<file path="config.mk">
export PLATFORM = sky130hd
export DESIGN_NAME = sdram_init_seq
export DESIGN_NICKNAME = d
export VERILOG_FILES = /design/src/rtl/sdram_seq_pkg.sv /design/src/rtl/sdram_seq_timer.sv /design/src/rtl/sdram_ref_pacer.sv /design/src/rtl/sdram_mode_word.sv /design/src/rtl/sdram_init_seq.sv
export SDC_FILE = /design/constraint.sdc
export NUM_CORES = 1
export LEC_CHECK = 0
export BUFFER_PORTS_ARGS = -buffer_cell sky130_fd_sc_hd__clkbuf_2
export CAP_MARGIN = 20
export CORE_ASPECT_RATIO = 1.75
export CORE_MARGIN = 5
export CORE_UTILIZATION = 25
export CTS_BUF_LIST = sky130_fd_sc_hd__clkbuf_4
export DETAILED_ROUTE_END_ITERATION = 12
export PLACE_DENSITY_LB_ADDON = 0.05
export SLEW_MARGIN = 25
export SYNTH_ARGS = -nofsm -noshare
export SYNTH_HDL_FRONTEND = slang
export SYNTH_SLANG_ARGS = --single-unit
</file>
<file path="constraint.sdc">
create_clock -name clk_i -period 3.6 [get_ports clk_i]
set_clock_uncertainty 0.15 [all_clocks]
set_input_delay 0.18 -clock clk_i [delete_from_list [all_inputs] [get_ports clk_i]]
set_output_delay 0.18 -clock clk_i [all_outputs]
set_load 0.005 [all_outputs]
</file>
<file path="src/rtl/sdram_seq_pkg.sv">
package sdram_seq_pkg;
  typedef enum logic [3:0] {
    CMD_LMR  = 4'b0000,
    CMD_AREF = 4'b0001,
    CMD_PRE  = 4'b0010,
    CMD_NOP  = 4'b0111
  } sdram_cmd_e;

  typedef enum logic [3:0] {
    ST_PWR, ST_PRE, ST_TRP, ST_IREF, ST_IRFC,
    ST_LMR, ST_MRD, ST_IDLE, ST_NREF, ST_NRFC
  } seq_state_e;
endpackage

</file>
<file path="src/rtl/sdram_seq_timer.sv">
module sdram_seq_timer #(
  parameter int unsigned W = 8,
  parameter logic [W-1:0] RST_VAL = '0
) (
  input  logic         clk_i,
  input  logic         rst_ni,
  input  logic         load_i,
  input  logic [W-1:0] val_i,
  output logic         done_o
);
  logic [W-1:0] cnt_q;

  always_ff @(posedge clk_i or negedge rst_ni) begin
    if (!rst_ni)              cnt_q <= RST_VAL;
    else if (load_i)          cnt_q <= val_i;
    else if (cnt_q != '0)     cnt_q <= cnt_q - 1'b1;
  end

  assign done_o = (cnt_q == '0);
endmodule

</file>
<file path="src/rtl/sdram_ref_pacer.sv">
module sdram_ref_pacer #(
  parameter int unsigned RI_W = 16
) (
  input  logic            clk_i,
  input  logic            rst_ni,
  input  logic            en_i,
  input  logic [RI_W-1:0] interval_i,
  input  logic            ack_i,
  output logic            req_o
);
  logic [RI_W-1:0] cnt_q;
  logic [RI_W:0]   cnt_nxt;
  logic            tick, pend_q;

  assign cnt_nxt = {1'b0, cnt_q} + (RI_W+1)'(1);
  assign tick    = en_i && (cnt_nxt >= {1'b0, interval_i});

  always_ff @(posedge clk_i or negedge rst_ni) begin
    if (!rst_ni)    cnt_q <= '0;
    else if (!en_i) cnt_q <= '0;
    else if (tick)  cnt_q <= '0;
    else            cnt_q <= cnt_nxt[RI_W-1:0];
  end

  // ack consumes one request; a tick landing in the same cycle survives
  always_ff @(posedge clk_i or negedge rst_ni) begin
    if (!rst_ni)    pend_q <= 1'b0;
    else if (ack_i) pend_q <= pend_q & tick;
    else            pend_q <= pend_q | tick;
  end

  assign req_o = pend_q | tick;

  a_r10_req_held: assert property (@(posedge clk_i) disable iff (!rst_ni)
    (req_o && !ack_i) |=> req_o);
endmodule

</file>
<file path="src/rtl/sdram_mode_word.sv">
module sdram_mode_word #(
  parameter int unsigned ADDR_W    = 13,
  parameter bit          FORCE_CL3 = 1'b0
) (
  input  logic              bus16_i,
  input  logic              cl3_i,
  output logic [ADDR_W-1:0] word_o
);
  logic use_cl3;
  assign use_cl3 = cl3_i | FORCE_CL3;

  always_comb begin
    word_o      = '0;
    word_o[2:0] = bus16_i ? 3'd3 : 3'd2;   // burst length 8 / 4
    word_o[6:4] = use_cl3 ? 3'd3 : 3'd2;   // CAS latency
    word_o[9]   = bus16_i;
  end
endmodule

</file>
<file path="src/rtl/sdram_init_seq.sv">
module sdram_init_seq
  import sdram_seq_pkg::*;
#(
  parameter int unsigned CLK_HZ     = 50_000_000,
  parameter int unsigned PWR_US     = 100,
  parameter int unsigned TRFC_NS    = 100,
  parameter int unsigned TRP_CYC    = 2,
  parameter int unsigned TMRD_CYC   = 2,
  parameter int unsigned N_INIT_REF = 2,
  parameter int unsigned ADDR_W     = 13,
  parameter int unsigned BA_W       = 2,
  parameter int unsigned RI_W       = 16
) (
  input  logic              clk_i,
  input  logic              rst_ni,
  input  logic [RI_W-1:0]   ref_interval_i,
  input  logic              bus16_i,
  input  logic              cl3_i,
  input  logic              mode_first_i,
  output logic              cke_o,
  output logic [3:0]        cmd_o,
  output logic [BA_W-1:0]   ba_o,
  output logic [ADDR_W-1:0] addr_o,
  output logic              busy_o
);
  localparam int unsigned PWR_CYC  = (CLK_HZ / 1000) * PWR_US / 1000;
  localparam int unsigned TRFC_CYC = ((CLK_HZ / 1000) * TRFC_NS + 999_999) / 1_000_000;
  localparam bit          FAST_CLK = CLK_HZ > 66_000_000;
  localparam int unsigned T_A      = (PWR_CYC > TRFC_CYC) ? PWR_CYC : TRFC_CYC;
  localparam int unsigned T_B      = (TRP_CYC > TMRD_CYC) ? TRP_CYC : TMRD_CYC;
  localparam int unsigned T_MAX    = (T_A > T_B) ? T_A : T_B;
  localparam int unsigned TW       = $clog2(T_MAX + 1);
  localparam int unsigned RC_W     = $clog2(N_INIT_REF + 1);

  seq_state_e        state_q, state_d;
  sdram_cmd_e        cmd;
  logic              t_load, t_done;
  logic [TW-1:0]     t_val;
  logic [RC_W-1:0]   ref_cnt_q;
  logic              ref_inc, lmr_set, lmr_done_q;
  logic              ready_q, cke_q;
  logic              ref_req, ref_ack;
  logic [ADDR_W-1:0] mode_word;

  sdram_seq_timer #(
    .W       (TW),
    .RST_VAL (TW'(PWR_CYC - 1))
  ) i_timer (
    .clk_i  (clk_i),
    .rst_ni (rst_ni),
    .load_i (t_load),
    .val_i  (t_val),
    .done_o (t_done)
  );

  sdram_ref_pacer #(.RI_W(RI_W)) i_pacer (
    .clk_i      (clk_i),
    .rst_ni     (rst_ni),
    .en_i       (ready_q),
    .interval_i (ref_interval_i),
    .ack_i      (ref_ack),
    .req_o      (ref_req)
  );

  sdram_mode_word #(.ADDR_W(ADDR_W), .FORCE_CL3(FAST_CLK)) i_mode (
    .bus16_i (bus16_i),
    .cl3_i   (cl3_i),
    .word_o  (mode_word)
  );

  always_comb begin
    state_d = state_q;
    t_load  = 1'b0;
    t_val   = '0;
    ref_inc = 1'b0;
    lmr_set = 1'b0;
    unique case (state_q)
      ST_PWR:  if (t_done) state_d = ST_PRE;
      ST_PRE: begin
        t_load  = 1'b1;
        t_val   = TW'(TRP_CYC - 1);
        state_d = ST_TRP;
      end
      ST_TRP:  if (t_done) state_d = mode_first_i ? ST_LMR : ST_IREF;
      ST_IREF: begin
        t_load  = 1'b1;
        t_val   = TW'(TRFC_CYC - 1);
        ref_inc = 1'b1;
        state_d = ST_IRFC;
      end
      ST_IRFC: if (t_done) begin
        if (ref_cnt_q == RC_W'(N_INIT_REF)) state_d = lmr_done_q ? ST_IDLE : ST_LMR;
        else                                state_d = ST_IREF;
      end
      ST_LMR: begin
        t_load  = 1'b1;
        t_val   = TW'(TMRD_CYC - 1);
        lmr_set = 1'b1;
        state_d = ST_MRD;
      end
      ST_MRD:  if (t_done) state_d = (ref_cnt_q == RC_W'(N_INIT_REF)) ? ST_IDLE : ST_IREF;
      ST_IDLE: if (ref_req) state_d = ST_NREF;
      ST_NREF: begin
        t_load  = 1'b1;
        t_val   = TW'(TRFC_CYC - 1);
        state_d = ST_NRFC;
      end
      ST_NRFC: if (t_done) state_d = ref_req ? ST_NREF : ST_IDLE;
      default: state_d = ST_PWR;
    endcase
  end

  assign ref_ack = (state_d == ST_NREF);

  always_ff @(posedge clk_i or negedge rst_ni) begin
    if (!rst_ni) begin
      state_q    <= ST_PWR;
      ref_cnt_q  <= '0;
      lmr_done_q <= 1'b0;
      ready_q    <= 1'b0;
      cke_q      <= 1'b0;
    end else begin
      state_q    <= state_d;
      cke_q      <= 1'b1;
      if (ref_inc) ref_cnt_q <= ref_cnt_q + 1'b1;
      if (lmr_set) lmr_done_q <= 1'b1;
      if (state_d == ST_IDLE) ready_q <= 1'b1;
    end
  end

  always_comb begin
    addr_o = '0;
    unique case (state_q)
      ST_PRE:           begin cmd = CMD_PRE; addr_o[10] = 1'b1; end
      ST_IREF, ST_NREF: cmd = CMD_AREF;
      ST_LMR:           begin cmd = CMD_LMR; addr_o = mode_word; end
      default:          cmd = CMD_NOP;
    endcase
  end

  assign cmd_o  = cmd;
  assign ba_o   = '0;
  assign cke_o  = cke_q;
  assign busy_o = !ready_q;

  a_r2_cke_hold: assert property (@(posedge clk_i) disable iff (!rst_ni)
    cke_o |=> cke_o);
  a_r3_pre_a10: assert property (@(posedge clk_i) disable iff (!rst_ni)
    (cmd_o == CMD_PRE) |-> addr_o[10]);
  a_r8_busy_final: assert property (@(posedge clk_i) disable iff (!rst_ni)
    !busy_o |=> !busy_o);
  a_r8_ready_cmds: assert property (@(posedge clk_i) disable iff (!rst_ni)
    !busy_o |-> (cmd_o == CMD_NOP || cmd_o == CMD_AREF));
  a_r11_single_cycle: assert property (@(posedge clk_i) disable iff (!rst_ni)
    (cmd_o != CMD_NOP) |=> (cmd_o == CMD_NOP));
  a_r12_nop_addr: assert property (@(posedge clk_i) disable iff (!rst_ni)
    (cmd_o == CMD_NOP) |-> (addr_o == '0));
endmodule

</file>
# Yosys cells after proc, flatten, opt, wreduce, memory -nomap -nowiden

Cells that the tools add are included.

Bits in registers: 39
Input port bits: 21
Output and inout port bits: 21
Logic and storage cells: 61

Add/subtract/negate cells: 3
$lt $le $gt $ge: 1
Equality and inequality tests: 12
Multiplexer cells: 26
Bitwise gates (word level): 2
Reduce and logical (&&, ||, !) cells: 9

Operators by type and width:

| cell                                               | number |
|---|---|
| one-hot mux 4 bit (10 select lines)                | 1 |
| 2-to-1 mux 16 bit                                  | 2 |
| 2-to-1 mux 4 bit                                   | 7 |
| 2-to-1 mux 13 bit                                  | 2 |
| == test 4 x 3 -> 1 bit, second input constant      | 5 |
| adder 16 x 1 -> 17 bit, second input constant      | 1 |
| greater-or-equal comparator 17 x 16 -> 1 bit       | 1 |
| zero test 13 bit                                   | 1 |
| nonzero test 13 bit                                | 1 |
| subtractor 13 x 1 -> 13 bit, second input constant | 1 |
| == test 4 bit, second input constant               | 3 |
| 2-to-1 mux 10 bit                                  | 1 |
| 2-to-1 mux 3 bit                                   | 3 |
| one-hot mux 3 bit (3 select lines)                 | 1 |
| == test 4 x 2 -> 1 bit, second input constant      | 2 |
| 2-to-1 mux 1 bit                                   | 7 |
| one-hot mux 3 bit (2 select lines)                 | 1 |
| == test 4 x 1 -> 1 bit, second input constant      | 1 |
| zero test 4 bit                                    | 1 |
| OR reduction 2 bit                                 | 2 |
| OR reduction 4 bit                                 | 1 |
| adder 2 x 1 -> 2 bit, second input constant        | 1 |
| == test 2 bit, second input constant               | 1 |
| 2-to-1 mux 2 bit                                   | 1 |
| other kinds (5)                                    | 5 |

# Logic depth before layout (Yosys ltp)

Depth in word-level cells: 9
Mapped depth: 13
Depth with buffers taken out: 12

# Hierarchy

Synthesis repeated with hierarchy kept, for this count alone.

Cells, all modules: 320
Area total of the unflattened synthesis: 2950.3 um2

By module, submodules not included:

| module          | times used | cells each | area an instance (um2) | seq. area each (um2) |
|---|---|---|---|---|
| sdram_ref_pacer | 1          | 136        | 1352.5                 | 425.4 |
| sdram_seq_timer | 1          | 82         | 775.7                  | 334.1 |
| sdram_init_seq  | 1          | 87         | 716.9                  | 225.2 |
| sdram_mode_word | 1          | 15         | 105.1                  | 0.0 |

# Worst setup path after synthesis

No wires, ideal clock.

Path type: reg2reg
From: reg i_pacer.cnt_q[0]
To: reg i_pacer.cnt_q[10]
Setup time: 0.120 ns
Arrival: 2.924 ns
Required time: 3.330 ns
Setup slack: 0.406 ns
Stages on the path, launching flop included: 13
Path buffers: 1
Period minus slack after synthesis: 3.194 ns
Path through: dfrtp_1 ha_1 nand4_1 nor3_1 nand3_1 xnor2_1 ha_1 nand4_1 or4_1 a31oi_1 nor4_1 clkbuf_1 and3_1

Longest elaborated chain between the ends: 5

Ends and longest elaborated chain:

| item                                         | line                  | source |
|---|---|---|
| from (decl)                                  | sdram_ref_pacer.sv:11 | `logic [RI_W-1:0] cnt_q;` |
| from (signal assigned)                       | sdram_ref_pacer.sv:22 | `else cnt_q <= cnt_nxt[RI_W-1:0];` |
| adder 16 x 1 -> 17 bit *                     | sdram_ref_pacer.sv:15 | `assign cnt_nxt = {1'b0, cnt_q} + (RI_W+1)'(1);` |
| greater-or-equal comparator 17 x 16 -> 1 bit | sdram_ref_pacer.sv:16 | `assign tick = en_i && (cnt_nxt >= {1'b0, interval_i});` |
| logical AND 1 bit                            | sdram_ref_pacer.sv:16 |  |
| 2-to-1 mux 16 bit *                          | sdram_ref_pacer.sv:21 | `else if (tick) cnt_q <= '0;` |
| 2-to-1 mux 16 bit *                          | sdram_ref_pacer.sv:20 | `else if (!en_i) cnt_q <= '0;` |

Mark *: on every way between the ends. The rest lies on a longest branch, timed or not.
A chain may end at the register's enable or synchronous reset.

# Worst setup path in the final report

From: reg i_pacer.cnt_q[0]
To: reg state_q[0]

Longest elaborated chain between the ends: 7
Elaborated cells between the ends (all ways): 8
Those cells by class: add/sub: 1; order compare: 1; mux: 4; bitwise: 1; reduce/logical: 1

Ends and longest elaborated chain:

| item                                           | line                  | source |
|---|---|---|
| adder 16 x 1 -> 17 bit *                       | sdram_ref_pacer.sv:15 |  |
| greater-or-equal comparator 17 x 16 -> 1 bit * | sdram_ref_pacer.sv:16 |  |
| logical AND 1 bit *                            | sdram_ref_pacer.sv:16 |  |
| OR 1 bit *                                     | sdram_ref_pacer.sv:32 | `assign req_o = pend_q \| tick;` |
| 2-to-1 mux 4 bit (2 in series)                 | sdram_init_seq.sv:108 | `ST_NRFC: if (t_done) state_d = ref_req ? ST_NREF : ST_IDLE;` |
| one-hot mux 4 bit (10 select lines) *          | sdram_init_seq.sv:77  | `unique case (state_q)` |
| net state_d[0]                                 | sdram_init_seq.sv:35  | `seq_state_e state_q, state_d;` |
| to (signal assigned)                           | sdram_init_seq.sv:123 | `state_q <= state_d;` |
| to (decl)                                      | sdram_init_seq.sv:35  |  |

Mark *: on every way through the listed nets, which the timed path passes. The rest lies on a longest branch.

==> run metrics <==
Die W=86.7 um; setup TNS=0 ns; die area=around 0.013 sq mm; DP Area=0.00285 sq mm; Avg Inst Size Synth=9.10 sq um; TritonCTS Buffers=5; combinational power share=35.6%; worst hold path type=input port to async pin; Std-Cell Core Area=0.0102 sq mm; Hold WS=0.0681 ns; largest cells by area after synthesis=dfrtp_1, ha_1, dfstp_2, xnor2_1, inv_1; initial drt markers=25; crit-path max FO=10; fin crit period=3.39 ns; largest net degree at the start of global routing=28; antenna violations before repair=1; relative slew slack=58.1%; number of flops mapped to enable cells by yosys=0; WL met2=4210 um; Tot GR Track Use=12.1%; # H-tree levels=2; switch share=38.1%; insertion delay to the later sink of the worst-skew pair=0.38 ns; outcome=finished clean; final setup fails=0; drt drc=0; CTS max path bufs=2; Routed Antenna Nets=0; Area Overhead vs Synth=16.1%; ys async rst share=100%; final instance area=~0.003 sq mm; vias in the first global route=2187; max layer used=met4; NumNets Final=between 300 and 400; leak pwr=1.48 nW; Req. time, crit path=3.77 ns; Gate Count Post-Synth=roughly 280; Placer Congestion=between 0.6 and 0.7; global-route wire length before repair=11400 um; Total Wirelength=7070 um; vias per cell=4.52; Crit path arrival time=3.56 ns; CTS tree=built; max_cap viols=0; initial core utilization=25.3%; Tightest Pin Transition=0.624 ns; P_int=0.991 mW; crit end category=flip-flop; Synth area leader=dfrtp_1; post-synth top area share=31.1%; Syn Std Cell Area=0.00257 sq mm; flops & latches, synth=39; share of layout cells above drive strength 1=22.4%; PnR worst setup slack=0.211 ns; placed cells=436; WS Path Type=flip-flop to flip-flop; I/O Buffers=31; DP Worst Slack=0.0769 ns; pwr dens=approximately 530 mW/mm^2; First-pass DRT Iterations=4; Peak VDD IR=0.000253 V; Synth Warn #=0; Wirelength per Cell=15.7 um; Max Freq=295 MHz; CTS Root Cell=clkbuf_4; clock sink count=39; Metal-1 WL=2490 um; Via Count=2034; FP Rows=49; Slew Limit Fails=0; sequential area share after synthesis=a little under two fifths; IO Count=42; prevailing post-synth register cell=dfrtp_1; WL met3=201 um; sw power=just over 0.6 mW; synth unique cells=48; Reg power frac=44.9%; Die Y-Extent=144 um; CP startpoint kind=flip-flop; total grt overflow=0; RSZ-0062 raised after global routing=yes; Clk pwr share=19.5%; Worst-path clk slew=0.14 ns; final period utilization=roughly 94%; Fin. Hold Viols=0; post-DP HPWL=5610 um; non-filler cells, final=450
## path summary, 6_finish.rpt
check | from | end | slack [ns] | cells after the start
max | i_pacer.cnt_q[0] | state_q[0] | 0.21 | 13
min | rst_ni | i_pacer.cnt_q[4] | 0.07 | 2
min in group clk_i | mode_first_i | state_q[1] | 0.21 | 4
max reg2reg | i_pacer.cnt_q[0] | state_q[0] | 0.21 | 13
min reg2reg | lmr_done_q | lmr_done_q | 0.33 | 1
max in group asynchronous | rst_ni | i_timer.cnt_q[12] | 2.46 | 3
## layout by cell type, fill, tap and decap left out, drive strengths merged, types with 10 or more instances in the layout
cell type,netlist,final
conb,2,11
nor3,10,10
and3,16,16
nand2,13,13
ha,19,19
nor2,23,23
buf,16,13
dfrtp,32,32
clkbuf,7,36
xnor2,16,16
inv,28,28
## final cells by class
type	count	area [sq um]
Tap cell	127	159
Sequential cell	39	985
Timing Repair Buffer	45	263
Clock buffer	5	37.5
Inverter	28	105
Fill cell	1124	7190
Clock inverter	3	38.8
Multi-Input combinational cell	202	1400
Antenna cell	1	2.50
## synthesized netlist by cell type, types with 3 or more instances
master / number
nor2b_1: 5
a21oi_1: 6
o21ai_0: 6
nand4_1: 5
inv_1: 28
or4_1: 4
dfstp_2: 7
nand2b_1: 6
or3_1: 3
a21o_1: 5
nor2_1: 23
nor4_1: 4
a31oi_1: 6
ha_1: 19
buf_4: 13
dfrtp_1: 32
xnor2_1: 16
nand2_1: 13
and3_1: 16
xor2_1: 9
or2_2: 3
nand3_1: 9
clkbuf_1: 7
nor3_1: 10
## power groups by stage
stage / logic (mW) / clock network (mW) / registers [mW]
final: 0.570 / 0.312 / 0.718
after floorplan: 0.479 / 0 / 0.668
after global routing: 0.656 / 0.347 / 0.742
after detailed placement: 0.577 / 0 / 0.727
after CTS: 0.581 / 0.330 / 0.719
after global placement: 0.574 / 0 / 0.728
## timing repair
item,CTS,global route
hold buffers,1,0
hold endpoints to repair,12,0
setup buffers,0,4
setup endpoints to repair,0,17
gates resized for setup,0,4
## through the flow
step                total power, mW  util, %
finish                         1.60     29.4
global route                   1.74     29.4
CTS                            1.63     28.9
detailed placement             1.30     28.0
global placement               1.30     28.0
floorplan                      1.15        -
## routing by layer
metal	GRT usage, %	vias up
li1	-	1025
met1	12.1	970
met2	23.9	29
met3	1.94	10
met4	4.93	0
met5	0	-
## kinds of logic (layout without fill, tap and decap cells)
logic type	after synthesis	in the layout	share of synthesized area, %
simple gates	108	108	23.1
buf+inv	51	81	9.67
flops	39	39	38.2
compound gates	38	38	10.6
xor+xnor	25	25	8.50
fa+ha+maj	19	19	9.23
other cells	2	12	0.292
mux	1	1	0.389
## state kept, by name, indices dropped and copies added, names as in the netlist
| register | flops |
|---|---|
| i_pacer.cnt_q | 16 |
| lmr_done_q | 1 |
| state_q | 4 |
| i_pacer.pend_q | 1 |
| i_timer.cnt_q | 13 |
| cke_o | 1 |
| ready_q | 1 |
| ref_cnt_q | 2 |
## worst max-delay path: stages, from the launching register on
cell and delay, ns:
dfrtp_1 0.43, ha_2 0.22, nand4_1 0.15, nor3_2 0.18
buf_4 0.15, xor2_1 0.19, ha_1 0.27, a211o_1 0.29
o211ai_1 0.11, a31oi_2 0.13, nor4_2 0.61, buf_4 0.28
nor2_1 0.05, a21oi_1 0.11
No activity file was read; power rests on OpenSTA's default activity.
